==> src/rtl/fbf_pkg.sv <==
package fbf_pkg;
  typedef enum logic {
    MODE_ASYNC = 1'b0,
    MODE_SYNC  = 1'b1
  } busMode_e;

  typedef struct packed {
    logic addrLoad;    // load the read address register this cycle
    logic wrLoad;      // capture write address and data this cycle
    logic waitActive;  // WAIT should show its asserted level
  } fbfStrobe_t;
endpackage

==> src/rtl/fbf_ctrl.sv <==
module fbf_ctrl
  import fbf_pkg::*;
(
  input  logic       clk,
  input  logic       rstN,
  input  logic       advN,
  input  logic       weN,
  input  logic       ceN,
  input  logic       busClk,
  input  logic       syncMode,
  input  logic       arrayValid,
  output fbfStrobe_t strb
);
  logic     advQ, weQ, busClkQ, syncDone;
  busMode_e modeQ;
  logic     advRise, advFall, clkRise, weRise, doneEff, syncCapture;

  assign advRise = advN && !advQ;
  assign advFall = !advN && advQ;
  assign clkRise = busClk && !busClkQ;
  assign weRise  = weN && !weQ;

  // a new low period of the strobe re-arms synchronous capture
  assign doneEff     = syncDone && !advFall;
  assign syncCapture = !doneEff && ((!advN && clkRise) || advRise);

  always_ff @(posedge clk or negedge rstN) begin
    if (!rstN) begin
      advQ     <= 1'b1;
      weQ      <= 1'b1;
      busClkQ  <= 1'b0;
      syncDone <= 1'b0;
      modeQ    <= MODE_ASYNC;
    end else begin
      advQ    <= advN;
      weQ     <= weN;
      busClkQ <= busClk;
      if (ceN) modeQ <= busMode_e'(syncMode);
      if (modeQ == MODE_SYNC && syncCapture) syncDone <= 1'b1;
      else if (advFall)                      syncDone <= 1'b0;
    end
  end

  always_comb begin
    strb = '0;
    if (modeQ == MODE_SYNC) strb.addrLoad = syncCapture;
    else                    strb.addrLoad = !advN || advRise;
    strb.wrLoad     = weRise && !ceN;
    strb.waitActive = (modeQ == MODE_SYNC) && weN && !arrayValid;
  end
endmodule

==> src/rtl/fbf_datapath.sv <==
module fbf_datapath
  import fbf_pkg::*;
#(
  parameter int ADDR_W = 16,
  parameter int DATA_W = 16
) (
  input  logic              clk,
  input  logic              rstN,
  input  fbfStrobe_t        strb,
  input  logic [ADDR_W-1:0] addrIn,
  input  logic [DATA_W-1:0] dataIn,
  input  logic [DATA_W-1:0] arrayData,
  input  logic              ceN,
  input  logic              oeN,
  input  logic              waitPolHigh,
  output logic [ADDR_W-1:0] addrOut,
  output logic [ADDR_W-1:0] wrAddr,
  output logic [DATA_W-1:0] wrData,
  output logic              wrValid,
  output logic [DATA_W-1:0] dataOut,
  output logic              dataOe,
  output logic              waitOut,
  output logic              waitOe
);
  logic driveEn;

  always_ff @(posedge clk or negedge rstN) begin
    if (!rstN) begin
      addrOut <= '0;
      wrAddr  <= '0;
      wrData  <= '0;
      wrValid <= 1'b0;
    end else begin
      if (strb.addrLoad) addrOut <= addrIn;
      if (strb.wrLoad) begin
        wrAddr <= addrIn;
        wrData <= dataIn;
      end
      wrValid <= strb.wrLoad;
    end
  end

  assign driveEn = rstN && !ceN && !oeN;
  assign dataOe  = driveEn;
  assign waitOe  = driveEn;
  assign dataOut = arrayData;
  // asserted level equals the polarity bit, deasserted is its inverse
  assign waitOut = strb.waitActive ? waitPolHigh : !waitPolHigh;
endmodule

==> src/rtl/flash_bus_front.sv <==
module flash_bus_front
  import fbf_pkg::*;
#(
  parameter int ADDR_W  = 16,
  parameter int DATA_W  = 16,
  parameter int CFG_W   = 16,
  parameter int POL_BIT = 10
) (
  input  logic              clk,
  input  logic              rstN,
  input  logic [ADDR_W-1:0] addrIn,
  input  logic              advN,
  input  logic              ceN,
  input  logic              oeN,
  input  logic              weN,
  input  logic              busClk,
  input  logic [DATA_W-1:0] dataIn,
  input  logic [DATA_W-1:0] arrayData,
  input  logic              syncMode,
  input  logic              arrayValid,
  input  logic [CFG_W-1:0]  cfgWord,
  output logic [ADDR_W-1:0] addrOut,
  output logic [ADDR_W-1:0] wrAddr,
  output logic [DATA_W-1:0] wrData,
  output logic              wrValid,
  output logic [DATA_W-1:0] dataOut,
  output logic              dataOe,
  output logic              waitOut,
  output logic              waitOe
);
  fbfStrobe_t strb;
  logic       unusedCfg;

  assign unusedCfg = ^cfgWord;

  fbf_ctrl u_ctrl (
    .clk(clk), .rstN(rstN), .advN(advN), .weN(weN), .ceN(ceN),
    .busClk(busClk), .syncMode(syncMode), .arrayValid(arrayValid),
    .strb(strb)
  );

  fbf_datapath #(.ADDR_W(ADDR_W), .DATA_W(DATA_W)) u_dp (
    .clk(clk), .rstN(rstN), .strb(strb), .addrIn(addrIn), .dataIn(dataIn),
    .arrayData(arrayData), .ceN(ceN), .oeN(oeN),
    .waitPolHigh(cfgWord[POL_BIT]),
    .addrOut(addrOut), .wrAddr(wrAddr), .wrData(wrData), .wrValid(wrValid),
    .dataOut(dataOut), .dataOe(dataOe), .waitOut(waitOut), .waitOe(waitOe)
  );
endmodule

==> config.mk <==
export PLATFORM = sky130hd
export DESIGN_NAME = flash_bus_front
export DESIGN_NICKNAME = d
export VERILOG_FILES = /design/src/rtl/fbf_pkg.sv /design/src/rtl/fbf_ctrl.sv /design/src/rtl/fbf_datapath.sv /design/src/rtl/flash_bus_front.sv
export SDC_FILE = /design/constraint.sdc
export NUM_CORES = 1
export LEC_CHECK = 0
export BUFFER_PORTS_ARGS = -buffer_cell sky130_fd_sc_hd__buf_4
export CAP_MARGIN = 5
export CORE_MARGIN = 2
export CORE_UTILIZATION = 42
export CTS_CLUSTER_DIAMETER = 30
export DETAILED_ROUTE_END_ITERATION = 6
export PLACE_DENSITY_LB_ADDON = 0.1
export SETUP_SLACK_MARGIN = 0.3
export SYNTH_ARGS = -nofsm -noshare
export SYNTH_HDL_FRONTEND = slang
export SYNTH_SLANG_ARGS = --single-unit
export TNS_END_PERCENT = 30
==> constraint.sdc <==
create_clock -name clk -period 1.7 [get_ports clk]
set_clock_uncertainty 0.05 [all_clocks]
set_input_delay 0.17 -clock clk [delete_from_list [all_inputs] [get_ports clk]]
set_output_delay 0.17 -clock clk [all_outputs]
set_load 0.01 [all_outputs]
==> PnR_summary.wiki <==
{| class="wikitable"
! Metric !! Value
|-
| Startpoint kind of the worst setup timing path || register
|-
| Tot Pwr || 0.00352 W
|-
| Most frequently used cell type in the post-synthesis netlist || dfrtp_1
|-
| Post-cts repair resize count || 0
|-
| Signal arrival time at the worst endpoint || 1670 ps
|-
| Post-route ant nets || 0
|-
| Height of the die || 76.6 um
|-
| Max-slew violations || 0
|-
| CTS tree || done
|-
| Die span in x || 76.6 um
|-
| Switching Power || 0.000853 W
|-
| Setup repair after global routing missed its margin || true
|-
| Maximum level of the CTS H-tree || 2
|-
| Part of the power in combinational logic || 0.250
|-
| Wire length reported by the detailed router || 4.62 mm
|-
| Top FF cell, synth || dfrtp_1
|-
| Post-layout net count || 301
|-
| Power Internal || 0.00266 W
|-
| Remaining design rule violation count || 0
|-
| Vias per cell || 4.69
|-
| Port Buffers || 93
|-
| Area share of the leading cell type in the synthesized netlist || 0.589
|-
| Final HPWL DP || 3.43 mm
|-
| Critical path buffers and inverters || 2
|-
| Flip-flop and latch count after synthesis || 54
|-
| Iteration count of the initial detailed-routing pass || 2
|-
| Worst reg2reg startpoint || u_ctrl.modeQ$_DFFE_PN0P_
|-
| Setup slack, reg-to-reg || 180 ps
|-
| Ordered list of cells on the worst path || inv_2, o311ai_4, buf_12, mux2_2
|-
| Number of clock sinks seen by CTS || 54
|-
| Synthesis-to-layout area growth || 39.3%
|-
| Largest net degree at the start of global routing || 55
|-
| Number of antenna cells inserted || 0
|-
| CP max stage delay || 420 ps
|-
| Maximum clock rate || 0.658 GHz
|-
| Residual overflow from global routing || 0
|-
| Cell leakage power || 1.47 nW
|-
| Initial antenna violation count || 0
|-
| Number of nets in the synthesized netlist || 212
|-
| Run status || completed
|-
| Worst setup path end || u_dp.addrOut[15]$_DFFE_PN0P_
|-
| Most frequent cells after synthesis || dfrtp_1, mux2_2, buf_4
|-
| Clock-pin slew on the worst setup and hold paths || 90 ps
|-
| Min setup slack post-route || 180 ps
|-
| Skew-Pair Late Insertion Delay || 300 ps
|-
| Count of max-cap constraint violations || 0
|-
| Number of global-route vias before repair || 1574
|-
| Number of instances in the synthesized netlist || 139
|-
| Slew margin rel. || 0.559
|-
| Clk root buf || clkbuf_8
|-
| Endpoint of the worst-slack reg-to-reg timing path || u_dp.addrOut[15]$_DFFE_PN0P_
|-
| Number of enable-type register cells in the synthesized netlist || 0
|-
| Cells on worst reg2reg path || 4
|-
| Cell type contributing the most total cell area after synthesis || dfrtp_1
|-
| Number of buffers on the longest clock path || 2
|-
| Peak VDD IR || 468 uV
|-
| Sw Share || 0.243
|-
| Worst Hold Class || primary input to register
|-
| Cell Pwr Density || 1140 nW/um^2
|-
| Routed WL per cell || 15.4 um
|-
| Final setup violation count || 0
|-
| Placer's final routability congestion estimate || 0.783
|-
| Area of the multi-input gates || 697 um^2
|-
| Final-layout fill cell count || 428
|-
| Largest cells by area after synthesis || dfrtp_1, mux2_2, mux2_4
|-
| Final critical-path share of the clock period || 0.894
|-
| Cell family contributing the most delay on the critical path || flip-flops
|-
| Critical path class || register to register
|-
| Starting DRT DRC Count || 11
|-
| Share of total power in the clock network || 0.291
|-
| Share of flip-flops with an asynchronous set or reset || 1.00
|-
| Biggest fanout along the worst timing path || 12
|-
| Fraction of final layout cells sized beyond drive strength 1 || 0.699
|-
| Sequential element share of the synthesized area || 0.612
|-
| Core Footprint || 5110 um^2
|-
| Shortest clock period the worst path allows after layout || 1520 ps
|-
| Total number of vias || 1403
|-
| Wire length of the first global-routing pass || 7.74 mm
|-
| GRT Overall Usage || 0.168
|-
| Number of primary I/O pins || 141
|-
| Dpl ws || 168 ps
|-
| Cell at the slowest stage of the critical path || dfrtp_1
|-
| Number of hold violations in the final report || 0
|-
| Number of buffers added by the clock tree synthesis step || 5
|-
| Synthesized area divided by synthesized cell count || 15.9 um^2
|-
| Required time of the worst setup path || 1850 ps
|-
| Footprint of the flip-flops and latches || 1350 um^2
|-
| Critical Path Stages || 4
|-
| Nature of the critical path endpoint || register
|-
| Post-synth cell types || 19
|-
| Number of warning messages in the yosys log || 0
|-
| Starting density of the core || 0.433
|-
| Standard-cell row count || 26
|-
| Overall die area || 5860 um^2
|-
| Sequential Power Share || 0.459
|-
| Mapped cell area || 2210 um^2
|-
| Setup tns final || 0 ps
|-
| Crit path launch || u_ctrl.modeQ$_DFFE_PN0P_
|-
| Slew at the pin closest to its max-slew limit || 661 ps
|}
cells by family after synthesis:
| kind of cell | synth area share |
|---|---|
| flip-flops | 0.612 |
| multiplexers | 0.261 |
| buffers and inverters | 0.0753 |
| AND/OR/NAND/NOR | 0.0249 |
| AO/OA/AOI/OAI | 0.0221 |
| XOR/XNOR | 0.00396 |
sequential cells by signal, indices dropped and copies added, names as in the netlist:
register / flops
u_ctrl.syncDone: 1
u_dp.wrAddr: 16
u_ctrl.modeQ: 1
u_ctrl.weQ: 1
u_dp.addrOut: 16
u_ctrl.advQ: 1
u_dp.wrData: 16
u_ctrl.busClkQ: 1
u_dp.wrValid: 1
power groups by stage:
stage / Sequential [W] / Clock [W] / Combinational (W)
final: 0.00161 / 0.00102 / 0.000880
after global routing: 0.00164 / 0.00111 / 0.000941
after CTS: 0.00162 / 0.00105 / 0.000895
after detailed placement: 0.00164 / 0 / 0.000884
after global placement: 0.00163 / 0 / 0.000858
after floorplan: 0.00173 / 0 / 0.000327
timing repair:
action | in CTS | in global routing
setup buffers | 1 | 0
setup endpoints to repair | 29 | 49
hold endpoints to repair | 55 | 0
hold buffers | 4 | 0
placed cells by master (no fill, tap or decap), types with 3 or more instances in the layout:
master / count
buf_4: 98
dlygate4sd3_1: 4
dfrtp_1: 52
nand2_1: 3
clkbuf_8: 6
mux2_4: 10
mux2_2: 38
per-stage QoR:
step            util  cells  instance area [um^2]  hold slack (ps)
2_1_floorplan      -    139                  2210             -176
3_3_place_gp   0.566    286                  2890              238
3_5_place_dp   0.566    286                  2890              240
4_1_cts        0.603    299                  3080             35.7
5_1_grt        0.603    299                  3080             38.1
6_report       0.603    299                  3080             45.3
layout make-up:
cell class              instances  share of cell area
inverters                       1             0.00122
well taps                      70              0.0284
clock inverters                 2              0.0195
clock buffers                   6              0.0268
repair buffers                103               0.258
flip-flops and latches         54               0.439
multi-input cells              63               0.226
worst register-to-register path, cell delays in order, from the launching register on:
cell and delay, ps:
dfrtp_1 420, inv_2 70, o311ai_4 320, buf_12 210, mux2_2 350
worst min-delay path by stage:
stage / from / to / slack [ps] / cells after the start
after global routing: dataIn[8] / u_dp.wrData[8]$_DFFE_PN0P_ / 40 / 2
after floorplan: rstN / u_ctrl.busClkQ$_DFF_PN0_ / -180 / 0
after CTS: dataIn[12] / u_dp.wrData[12]$_DFFE_PN0P_ / 40 / 2
after detailed placement: busClk / u_ctrl.busClkQ$_DFF_PN0_ / 240 / 1
final: syncMode / u_ctrl.modeQ$_DFFE_PN0P_ / 50 / 3
after global placement: busClk / u_ctrl.busClkQ$_DFF_PN0_ / 240 / 1
per-layer routing:
metal,up-vias,global-route usage,part of all wire
li1,636,-,-
met1,695,0.198,0.39
met2,57,0.284,0.52
met3,15,0.0391,0.067
met4,0,0.0927,0.024
met5,-,0,0
(Power assumes the default switching activity.)
